[config.mk]
export PLATFORM = sky130hd
export DESIGN_NAME = dma_req_tracker
export DESIGN_NICKNAME = d
export VERILOG_FILES = /design/src/rtl/dmt_pkg.sv /design/src/rtl/dmt_pend_counter.sv /design/src/rtl/dmt_block_words.sv /design/src/rtl/dmt_last_tracker.sv /design/src/rtl/dma_req_tracker.sv
export SDC_FILE = /design/constraint.sdc
export NUM_CORES = 1
export LEC_CHECK = 0
export BUFFER_PORTS_ARGS = -buffer_cell sky130_fd_sc_hd__buf_2
export CORE_MARGIN = 3
export CORE_UTILIZATION = 45
export CTS_CLUSTER_DIAMETER = 30
export DETAILED_ROUTE_END_ITERATION = 8
export HOLD_SLACK_MARGIN = 0.15
export PLACE_DENSITY = 0.62
export SYNTH_ARGS = -nofsm -noshare
export SYNTH_HDL_FRONTEND = slang
export SYNTH_SLANG_ARGS = --single-unit
[constraint.sdc]
create_clock -name clk -period 12.3 [get_ports clk]
set_input_delay 1.845 -clock clk [delete_from_list [all_inputs] [get_ports clk]]
set_output_delay 1.845 -clock clk [all_outputs]
set_load 0.005 [all_outputs]
[src/rtl/dmt_pkg.sv]
package dmt_pkg;

  // Number of words in one block; a programmed zero means one word.
  function automatic int unsigned block_len(int unsigned xfer);
    return (xfer == 0) ? 1 : xfer;
  endfunction

  // Words still owed on the current block, including the one being acked.
  function automatic int unsigned words_owed(int unsigned wcnt, int unsigned len);
    return (wcnt == 0) ? len : wcnt;
  endfunction

  // Queue position of a newly flagged last request.
  function automatic int unsigned last_position(int unsigned count, bit retire);
    return count - (retire ? 1 : 0) + 1;
  endfunction

  // Pending count after one cycle of accept/retire.
  function automatic int unsigned count_step(int unsigned count, bit accept, bit retire);
    return count + (accept ? 1 : 0) - (retire ? 1 : 0);
  endfunction

endpackage

[src/rtl/dmt_pend_counter.sv]
module dmt_pend_counter
  import dmt_pkg::*;
#(
  parameter int CNT_W = 10
) (
  input  logic             clk,
  input  logic             rst_n,
  input  logic             clr,
  input  logic             inc_req,
  input  logic             retire,
  output logic [CNT_W-1:0] count,
  output logic             accept,
  output logic             drop
);
  localparam logic [CNT_W-1:0] CNT_MAX = '1;

  logic [CNT_W-1:0] count_q;

  assign accept = inc_req & ((count_q != CNT_MAX) | retire);
  assign drop   = inc_req & ~accept;
  assign count  = count_q;

  always_ff @(posedge clk or negedge rst_n) begin
    if (!rst_n) begin
      count_q <= '0;
    end else if (clr) begin
      count_q <= '0;
    end else if (accept || retire) begin
      count_q <= CNT_W'(count_step(int'(count_q), accept, retire));
    end
  end
endmodule

[src/rtl/dmt_block_words.sv]
module dmt_block_words
  import dmt_pkg::*;
#(
  parameter int XFER_W = 16
) (
  input  logic              clk,
  input  logic              rst_n,
  input  logic              clr,
  input  logic              block_mode,
  input  logic              ack,
  input  logic [XFER_W-1:0] xfer_count,
  output logic              retire
);
  logic [XFER_W-1:0] wcnt_q;
  logic [XFER_W-1:0] len_w;
  logic [XFER_W-1:0] owed_w;
  logic              final_word_w;

  assign len_w        = XFER_W'(block_len(int'(xfer_count)));
  assign owed_w       = XFER_W'(words_owed(int'(wcnt_q), int'(len_w)));
  assign final_word_w = (owed_w == XFER_W'(1));
  assign retire       = ack & (~block_mode | final_word_w);

  always_ff @(posedge clk or negedge rst_n) begin
    if (!rst_n) begin
      wcnt_q <= '0;
    end else if (clr || !block_mode) begin
      wcnt_q <= '0;
    end else if (ack) begin
      wcnt_q <= final_word_w ? '0 : owed_w - XFER_W'(1);
    end
  end
endmodule

[src/rtl/dmt_last_tracker.sv]
module dmt_last_tracker #(
  parameter int CNT_W = 10
) (
  input  logic             clk,
  input  logic             rst_n,
  input  logic             clr,
  input  logic             load,
  input  logic [CNT_W-1:0] load_val,
  input  logic             retire,
  output logic             term
);
  logic [CNT_W-1:0] mark_q;
  logic             term_q;
  logic             hit_w;

  assign hit_w = retire & (mark_q == CNT_W'(1));
  assign term  = term_q;

  always_ff @(posedge clk or negedge rst_n) begin
    if (!rst_n) begin
      mark_q <= '0;
      term_q <= 1'b0;
    end else if (clr) begin
      mark_q <= '0;
      term_q <= 1'b0;
    end else begin
      term_q <= hit_w;
      if (load)
        mark_q <= load_val;
      else if (retire && mark_q != '0)
        mark_q <= mark_q - CNT_W'(1);
    end
  end
endmodule

[src/rtl/dma_req_tracker.sv]
module dma_req_tracker
  import dmt_pkg::*;
#(
  parameter int CNT_W  = 10,
  parameter int XFER_W = 16
) (
  input  logic              clk,
  input  logic              rst_n,
  input  logic              req_i,
  input  logic              last_i,
  input  logic              aux_en_i,
  input  logic              chan_en_i,
  input  logic              clear_i,
  input  logic              block_mode_i,
  input  logic [XFER_W-1:0] xfer_count_i,
  input  logic              svc_done_i,
  input  logic              ovf_irq_en_i,
  output logic [CNT_W-1:0]  pend_count_o,
  output logic              pend_o,
  output logic              early_term_o,
  output logic              ack_o,
  output logic              irq_o
);
  logic             en_q;
  logic             ovf_q;
  logic             clr_w;
  logic             inc_req_w;
  logic             accept_w;
  logic             drop_w;
  logic             retire_w;
  logic             last_load_w;
  logic [CNT_W-1:0] last_val_w;
  logic [CNT_W-1:0] count_w;

  assign clr_w     = clear_i | (chan_en_i & ~en_q);
  assign inc_req_w = req_i & chan_en_i & ~clr_w;
  assign pend_o    = (count_w != '0);
  assign ack_o     = svc_done_i & chan_en_i & pend_o & ~clr_w;

  dmt_block_words #(.XFER_W(XFER_W)) u_words (
    .clk       (clk),
    .rst_n     (rst_n),
    .clr       (clr_w),
    .block_mode(block_mode_i),
    .ack       (ack_o),
    .xfer_count(xfer_count_i),
    .retire    (retire_w)
  );

  dmt_pend_counter #(.CNT_W(CNT_W)) u_count (
    .clk    (clk),
    .rst_n  (rst_n),
    .clr    (clr_w),
    .inc_req(inc_req_w),
    .retire (retire_w),
    .count  (count_w),
    .accept (accept_w),
    .drop   (drop_w)
  );

  assign last_load_w = accept_w & last_i & aux_en_i & ~block_mode_i;
  assign last_val_w  = CNT_W'(last_position(int'(count_w), retire_w));

  dmt_last_tracker #(.CNT_W(CNT_W)) u_last (
    .clk     (clk),
    .rst_n   (rst_n),
    .clr     (clr_w),
    .load    (last_load_w),
    .load_val(last_val_w),
    .retire  (retire_w),
    .term    (early_term_o)
  );

  always_ff @(posedge clk or negedge rst_n) begin
    if (!rst_n) begin
      en_q  <= 1'b0;
      ovf_q <= 1'b0;
    end else begin
      en_q <= chan_en_i;
      if (clr_w)
        ovf_q <= 1'b0;
      else if (drop_w)
        ovf_q <= 1'b1;
    end
  end

  assign pend_count_o = count_w;
  assign irq_o        = ovf_q & ovf_irq_en_i;
endmodule

==> results of run 1 <==
==> placed cells by master (no fill, tap or decap), types with 5 or more instances in the layout <==
master and count:
a211oi_1 5, nor2_1 37, and2_1 7, clkbuf_8 6, o22ai_1 5, xnor2_1 11, o21ai_0 27, dfrtp_1 39
nor3_1 11, nand3_1 12, nand2_1 18, buf_2 39, mux2i_1 10, xor2_1 11, a21oi_1 31, ha_1 26
inv_1 26, nand4_1 9, or4_1 7
==> per-layer routing <==
metal / up-vias / global-route usage, % / part of all wire (%)
met2: 82 / 36.2 / 49
met4: 0 / 4.83 / 1.2
met1: 1420 / 26.9 / 45
met5: - / 0 / 0
met3: 14 / 3.45 / 4.8
li1: 1490 / - / -
==> flip-flops by register name, summed over array words and instances (netlist names) <==
| name | count |
|---|---|
| ovf_q | 1 |
| u_last.mark_q | 10 |
| u_last.term | 1 |
| en_q | 1 |
| u_count.count | 10 |
| u_words.wcnt_q | 16 |
==> logic make-up (layout without fill, tap and decap cells) <==
kind of cell | Yosys count | in the layout | synth area share, %
AOI/OAI and AO/OA | 119 | 119 | 25.1
muxes | 10 | 10 | 3.00
and+or+nand+nor | 127 | 127 | 21.8
DFF | 39 | 39 | 29.2
xor gates and xnor gates | 22 | 22 | 5.77
adders and majority gates | 27 | 27 | 10.3
buffers and inverters | 38 | 75 | 4.76
==> worst reg2reg max path, delay by kind of cell (launching register included) <==
family	cells	cell delay, ns
AOI/OAI and AO/OA	8	1.71
xor gates and xnor gates	1	0.17
adders and majority gates	4	0.91
buffers and inverters	3	0.33
DFF	1	0.48
and+or+nand+nor	6	1.95
==> cell type report <==
class | count | area, sq um | share of cell area [%]
clock buffer | 6 | 82.6 | 2.22
clock inverter | 2 | 35.0 | 0.941
inverter | 27 | 101 | 2.72
multi-input combinational | 305 | 2200 | 59.2
sequential | 39 | 976 | 26.2
tap | 96 | 120 | 3.23
timing repair buffer | 40 | 203 | 5.45
==> path summary, 6_finish.rpt <==
kind / startpoint / to / slack (ns) / cells after the start
hold reg to reg: ovf_q / ovf_q / 0.50 / 2
setup / recovery: xfer_count_i[5] / u_count.count[8] / 6.36 / 23
hold / removal: ovf_q / ovf_q / 0.50 / 2
min in group asynchronous: rst_n / u_words.wcnt_q[9] / 1.68 / 1
max in group asynchronous: rst_n / u_count.count[7] / 10.07 / 1
setup reg to reg: u_words.wcnt_q[5] / u_count.count[8] / 6.67 / 22
==> metrics by stage <==
step	worst slack [ns]	cell area (sq um)
after floorplan	6.63	3340
after global placement	6.17	3600
after detailed placement	6.08	3600
after CTS	6.37	3720
after global routing	6.08	3720
final	6.36	3720
==> report_power, final <==
group          total (mW)  internal [mW]  switching (mW)
registers           0.133          0.130         0.00272
clock network       0.112         0.0657          0.0465
logic              0.0872         0.0355          0.0517
total               0.332          0.231           0.101
==> impl_metrics.toml, run 1 <==
[cells_and_area]
final_core_utilization_pct = 53.3
nNetsFinal = 471
antennaDiodeCount = 0
layout-drive-gt1-share_pct = 16.2
fill_cells = 689
area_growth_pct = 11.5
layout.cells.non_filler = 515

[flow_run]
drv_cap = 0

[clock_tree]
ctsResizeCount = 0
clk_pin_slew_ns = 0.08
worstSkewPairLatency_ns = 0.29
holdBufCountCts = 0
root_buffer = "clkbuf_8"
postCtsSetupBuffers = 0
cts_buffer_depth = 2
cts_sinks = 39
tritoncts = "built"
cts_inserted_buffers = 5
htreeDepth = 2

[global_routing]
grt_max_degree = 40
grt_overflow = 0
antenna_found_initial = 0
grt_util_all_layers_pct = 20.8
grt_first_pass_wirelength_mm = 14.4
grt_pass1_vias = 2955

[floorplanning]
ios = 40
num_rows = 30
dieArea_sq_mm = 0.00849
die_w_um = 92.1
fp.dieH_um = 92.1
start_util_pct = 47.8
core_area_sq_mm = 0.00698

[synthesis]
yosysSeqAreaShare_pct = 29.2
yosysUniqueCellTypes = 64
netlist_instances = 382
netlist.area_leader.share_pct = 29.2
synthesis.area_sq_mm = 0.00334
synth.avg_cell_area_sq_um = 8.74
synth_most_common_cell = "dfrtp_1"
yosys.area.top_type = "dfrtp_1"
syn_nets = 435
synth.area.top_cells = "dfrtp_1, ha_1, a21oi_1, nor2_1, o21ai_0"
synth_seq_cells = 39
ys_warn_count = 0
postSynth.asyncResetShare_pct = 100
ys.flop_type = "dfrtp_1"
ys_top_cells_by_count = "dfrtp_1, nor2_1, a21oi_1, o21ai_0"
synth_edf_count = 0

[sta]
maxSlewViolCount = 0
slew_headroom_pct = 24.1
rsz0062_at_grt = "no"
fin_crit_sh_pct = 48.3
report.final.hold_viol_count = 0
min_period_ns = 5.94
finalClockSkew_ns = 0.00582
hold_slack_ns = 0.498
setup_viol = 0
timing.fmax_ghz = 0.168
setup_tns_ns = 0
worstMarginPinSlew_ns = 1.11

[critical_path]
critPathMostFrequentCell = "ha_1"
max_stage_delay_ns = 0.40
critPathKind = "input pin to flip-flop"
worstPathArrival_ns = 6.14
cp-start-kind = "input pin"
cp_num_buf_inv = 4
path_cells = "buf_2 > nor4_2 > nand4_1 > o21bai_1 > a21oi_1 > inv_1 > ha_1 > nor4b_1 > nand4_1 > a311o_2 > a21o_1 > inv_2 > ha_1 > inv_1 > ha_1 > fa_1 > a21oi_1 > o21ba_2 > o22ai_1 > o41ai_1 > xnor2_1 > nand2_1 > o31ai_2"
critPathTopFamily = "compound AO/OA/AOI/OAI gates"
required_ns = 12.50
end_kind = "flip-flop"
critPathSlowestCell = "nor4_2"
crit_fanout = 8

[routing]
drt_iter0_markers = 155
dr.pass1.iters = 4
vias_per_cell = 5.84
ant_nets = 0
wirelength_mm = 8.49
wl_per_cell_um = 16.5
drc = 0
vias = 3006

[placed_design]
hpwl_mm = 6.54
gp_congestion = 0.912
dp.cells = 507
numPortBuffers = 39

[power_and_ir_drop]
powerDensity_mw_per_mm2 = 89.3
p_leak_nw = 1.64
peakVddDrop_mv = 0.0413
power.total_mw = 0.332

[run_status]
status = "finished, final reports clean"

[min_path]
min_path_type = "flip-flop to flip-flop"
Power figures use the tool's default switching activity.
==> inputs of run 2 (changes only) <==
==> constraint.sdc (replaced) <==
create_clock -name clk -period 6 [get_ports clk]
set_input_delay 0.9 -clock clk [delete_from_list [all_inputs] [get_ports clk]]
set_output_delay 0.9 -clock clk [all_outputs]
set_load 0.005 [all_outputs]
==> impl_metrics.toml, run 2 (synthesized netlist as in run 1, its figures left out) <==
[sta]
fin_ws_ns = 0.950
fin_crit_sh_pct = 84.2
min_period_ns = 5.05
report.final.hold_viol_count = 0
timing.fmax_ghz = 0.198
rsz0062_at_grt = "no"
worstMarginPinSlew_ns = 1.06
setup_tns_ns = 0
setup_viol = 0
finalClockSkew_ns = 0.0115
maxSlewViolCount = 0
slew_headroom_pct = 27.8

[clock_tree]
cts_buffer_depth = 2
holdBufCountCts = 0
ctsResizeCount = 0
postCtsSetupBuffers = 0
clk_pin_slew_ns = 0.08
cts_sinks = 39
tritoncts = "built"
cts_inserted_buffers = 5
worstSkewPairLatency_ns = 0.30
root_buffer = "clkbuf_8"
htreeDepth = 2

[critical_path]
required_ns = 6.22
end_kind = "flip-flop"
critPathSlowestCell = "nor4_4"
crit_fanout = 8
worstReg2RegStart = "u_words.wcnt_q[5]"
critPathTopFamily = "compound AO/OA/AOI/OAI gates"
r2r-end = "u_count.count[8]"
critPathKind = "flip-flop to flip-flop"
path_cells = "nor4_4 > nand3_1 > nor3_1 > a21oi_1 > inv_1 > ha_1 > nor4b_1 > nand4_1 > a311o_2 > a21o_1 > inv_2 > ha_1 > inv_1 > ha_1 > fa_1 > a21oi_1 > o21ba_2 > o22ai_1 > o41ai_1 > xnor2_1 > nand2_1 > o31ai_2"
reg2reg_depth = 22
cp.depth = 22
max_stage_delay_ns = 0.55
cp-start-kind = "flip-flop"
cp_num_buf_inv = 3
critPathMostFrequentCell = "ha_1"
rrSetupSlack_ns = 0.95
worstPathArrival_ns = 5.27

[cells_and_area]
layout.cells.non_filler = 516
final_cell_mix = "dfrtp_1, buf_2, nor2_1, a21oi_1, o21ai_0"
layout-drive-gt1-share_pct = 16.0
fill_cells = 687
area_growth_pct = 10.6
nNetsFinal = 472
antennaDiodeCount = 0
largest_reg_flops = 16
top_register = "u_words.wcnt_q"

[global_routing]
grt_pass1_vias = 3039
use_met2_pct = 37.7
gr-usage-met3_pct = 3.77
grt_max_degree = 40
grt_util_all_layers_pct = 21.3
grt_overflow = 0
antenna_found_initial = 0
grtUsageMet1_pct = 25.6
grt_first_pass_wirelength_mm = 14.6
top_usage_layer = "met2"

[min_path]
min_path_type = "flip-flop to flip-flop"
holdPathStages = 2
min_from = "ovf_q"
holdPathEnd = "ovf_q"

[routing]
wirelength_mm = 8.68
dr.pass1.iters = 6
wl_per_cell_um = 16.8
vias = 3069
vias_per_cell = 5.95
ant_nets = 0
drt_iter0_markers = 169
drc = 0

[floorplanning]
dieArea_sq_mm = 0.00849
die_w_um = 92.1
num_rows = 30
fp.dieH_um = 92.1
ios = 40
core_area_sq_mm = 0.00698
start_util_pct = 47.8

[power_and_ir_drop]
p_leak_nw = 1.62
power.total_mw = 0.630
powerDensity_mw_per_mm2 = 171
pwr-share-comb_pct = 28.5
p_int_mw = 0.422
seq_power_share_pct = 43.3
peakVddDrop_mv = 0.103
p_clk_share_pct = 28.2
p_sw_share_pct = 33.0
p_sw_mw = 0.208

[placed_design]
dp.cells = 508
numPortBuffers = 39
hpwl_mm = 6.54
place_ws_ns = 0.733
gp_congestion = 0.916

[flow_run]
drv_cap = 0

[run_status]
status = "finished, final reports clean"
-- run 2: cell types whose count changed in the layout (fill, tap and decap cells not counted) --
cell       previous run  this run
bufinv_16             1         0
clkbuf_1              0         2
buf_4                 1         2
clkbuf_8              6         5
-- run 2: per-stage QoR --
step	area [sq um]	hold slack, ns	utilization, %
floorplan	3340	0.442	-
global placement	3610	0.477	51.7
detailed placement	3610	0.478	51.7
CTS	3690	0.496	52.9
global route	3690	0.510	52.9
finish	3690	0.494	52.9
-- run 2: final cells by class --
cell class	count	area (sq um)	share of cell area, %
clock inverter	1	5.00	0.136
clock buffer	7	76.3	2.07
inverter	27	101	2.74
tap	96	120	3.25
sequential	39	976	26.4
timing repair buffer	41	210	5.69
multi-input combinational	305	2200	59.7
-- run 2: routing by layer --
layer	share of wire, %	vias up
met5	0	-
met4	3.1	0
met3	4.7	26
met2	49	92
met1	43	1451
li1	-	1500
-- run 2: worst register-to-register path, cell delays in order, from the launching register on --
cell,delay (ns)
dfrtp_1,0.49
nor4_4,0.55
nand3_1,0.23
nor3_1,0.25
a21oi_1,0.13
inv_1,0.09
ha_1,0.14
nor4b_1,0.24
nand4_1,0.13
a311o_2,0.41
a21o_1,0.30
inv_2,0.16
ha_1,0.15
inv_1,0.04
ha_1,0.19
fa_1,0.40
a21oi_1,0.15
o21ba_2,0.16
o22ai_1,0.11
o41ai_1,0.32
xnor2_1,0.17
nand2_1,0.08
o31ai_2,0.08
-- run 2: worst max-delay path by stage --
stage / from / end
after global placement: xfer_count_i[5] / u_count.count[8]
after CTS: u_words.wcnt_q[5] / u_count.count[8]
after global routing: u_words.wcnt_q[5] / u_count.count[8]
final: u_words.wcnt_q[5] / u_count.count[8]
after floorplan: u_words.wcnt_q[5] / u_count.count[8]
after detailed placement: xfer_count_i[5] / u_count.count[8]
-- run 2: power by group through the flow --
stage	Combinational [mW]	Sequential [mW]	Clock, mW
2_1_floorplan	0.126	0.276	0
3_3_place_gp	0.179	0.278	0
3_5_place_dp	0.179	0.278	0
4_1_cts	0.180	0.272	0.182
5_1_grt	0.203	0.273	0.191
6_report	0.180	0.273	0.178
==> inputs of run 3 (changes only) <==
--- a/config.mk
+++ b/config.mk
@@ -11,7 +11,7 @@
 export CTS_CLUSTER_DIAMETER = 30
 export DETAILED_ROUTE_END_ITERATION = 8
 export HOLD_SLACK_MARGIN = 0.15
-export PLACE_DENSITY = 0.62
+export PLACE_DENSITY = 0.65
 export SYNTH_ARGS = -nofsm -noshare
 export SYNTH_HDL_FRONTEND = slang
 export SYNTH_SLANG_ARGS = --single-unit
==> constraint.sdc (replaced) <==
create_clock -name clk -period 4.4 [get_ports clk]
set_input_delay 0.66 -clock clk [delete_from_list [all_inputs] [get_ports clk]]
set_output_delay 0.66 -clock clk [all_outputs]
set_load 0.005 [all_outputs]
==> impl_metrics.toml, run 3 (synthesized netlist as in run 1, its figures left out) <==
[cells_and_area]
layout-drive-gt1-share_pct = 28.4
top_register = "u_words.wcnt_q"
largest_reg_flops = 16
layout.cells.non_filler = 558
layout_commonest_cell = "buf_4"
area_growth_pct = 24.5
nNetsFinal = 514
final_core_utilization_pct = 59.6
antennaDiodeCount = 0
final_cell_mix = "buf_4, buf_2, nor2_1, dfrtp_1, o21ai_0"

[floorplanning]
num_rows = 30
fp.dieH_um = 92.1
ios = 40
start_util_pct = 47.8
core_area_sq_mm = 0.00698
dieArea_sq_mm = 0.00849
die_w_um = 92.1

[global_routing]
grt_util_all_layers_pct = 22.8
grt_max_degree = 40
grt_pass1_vias = 3247
grt_first_pass_wirelength_mm = 15.7
antenna_found_initial = 0
grt_overflow = 0

[critical_path]
r2r-end = "u_last.mark_q[8]"
crit_fanout = 6
reg2reg_depth = 19
worstReg2RegStart = "u_words.wcnt_q[3]"
worstPathArrival_ns = 4.35
cp-start-kind = "flip-flop"
critPathKind = "flip-flop to flip-flop"
end_kind = "flip-flop"
required_ns = 4.59
rrSetupSlack_ns = 0.25

[routing]
dr.pass1.iters = 4
ant_nets = 0
vias_per_cell = 5.85
drc = 0
wl_per_cell_um = 17.1
vias = 3263
wirelength_mm = 9.56
drt_iter0_markers = 205

[placed_design]
dp.cells = 548
numPortBuffers = 39
gp_congestion = 0.934
hpwl_mm = 7.05

[clock_tree]
cts_inserted_buffers = 5
tritoncts = "built"
worstSkewPairLatency_ns = 0.30
root_buffer = "clkbuf_8"
htreeDepth = 2
clk_pin_slew_ns = 0.09
cts_sinks = 39
holdBufCountCts = 0
cts_buffer_depth = 2

[sta]
min_period_ns = 4.15
rsz0062_at_grt = "no"
slew_headroom_pct = 36.5
setup_tns_ns = 0
finalClockSkew_ns = 0.0132
worstMarginPinSlew_ns = 0.953
report.final.hold_viol_count = 0
hold_slack_ns = 0.490
maxSlewViolCount = 0
setup_viol = 0
fin_crit_sh_pct = 94.4
timing.fmax_ghz = 0.241

[min_path]
holdPathStages = 2
holdPathEnd = "ovf_q"
min_from = "ovf_q"
min_path_type = "flip-flop to flip-flop"

[power_and_ir_drop]
peakVddDrop_mv = 0.163
powerDensity_mw_per_mm2 = 236
p_leak_nw = 1.87
power.total_mw = 0.982

[flow_run]
drv_cap = 0

[run_status]
status = "finished, final reports clean"
==> run 3: what timing repair did <==
action                     4_1_cts  5_1_grt
setup endpoints to repair        0       10
buffers inserted                 0        2
gates resized for setup          0       13
==> run 3: worst max-delay path by stage <==
stage	slack, ns	cells after the start	startpoint	endpoint
floorplan	0.008	23	u_words.wcnt_q[6]	u_count.count[8]
global placement	-0.10	22	xfer_count_i[9]	u_count.count[9]
detailed placement	-0.15	22	xfer_count_i[5]	u_count.count[9]
CTS	0.07	20	u_words.wcnt_q[1]	u_count.count[9]
global route	0.03	21	u_words.wcnt_q[3]	u_count.count[8]
finish	0.25	19	u_words.wcnt_q[3]	u_last.mark_q[8]
==> run 3: metrics by stage <==
step / setup slack, ns / cell area (sq um)
floorplan: 0.00789 / 3400
global placement: -0.105 / 3970
detailed placement: -0.149 / 3970
CTS: 0.0670 / 4090
global route: 0.0300 / 4160
finish: 0.246 / 4160
==> run 3: where the power goes <==
group / switching, mW / internal [mW] / total, mW
clock network: 0.139 / 0.184 / 0.323
registers: 0.00804 / 0.364 / 0.372
logic: 0.158 / 0.129 / 0.287
total: 0.305 / 0.677 / 0.982
==> run 3: layer usage <==
| layer | share of wire [%] | vias up | GRT usage (%) |
|---|---|---|---|
| met1 | 44 | 1560 | 28.8 |
| met2 | 50 | 97 | 39.8 |
| met5 | 0 | - | 0 |
| met4 | 2.0 | 0 | 7.30 |
| li1 | - | 1584 | - |
| met3 | 3.8 | 22 | 3.28 |
==> run 3: layout make-up <==
class / count / area [sq um]
fill: 675 / 2820
clock buffer: 6 / 82.6
tap: 96 / 120
multi-input combinational: 305 / 2300
timing repair buffer: 83 / 529
sequential: 39 / 980
clock inverter: 2 / 35.0
inverter: 27 / 106
==> run 3: critical path, stage by stage (launching register included) <==
cell	delay, ns
dfrtp_2	0.44
or4_4	0.52
nor3_4	0.22
a21oi_2	0.09
inv_1	0.08
ha_1	0.15
nor4b_4	0.19
nand4_1	0.11
a311o_2	0.33
a21o_4	0.23
buf_6	0.14
ha_1	0.18
ha_1	0.20
a211o_1	0.29
a21oi_2	0.14
o21bai_1	0.09
a21oi_1	0.14
o21ai_0	0.11
xnor2_1	0.16
a221oi_1	0.23
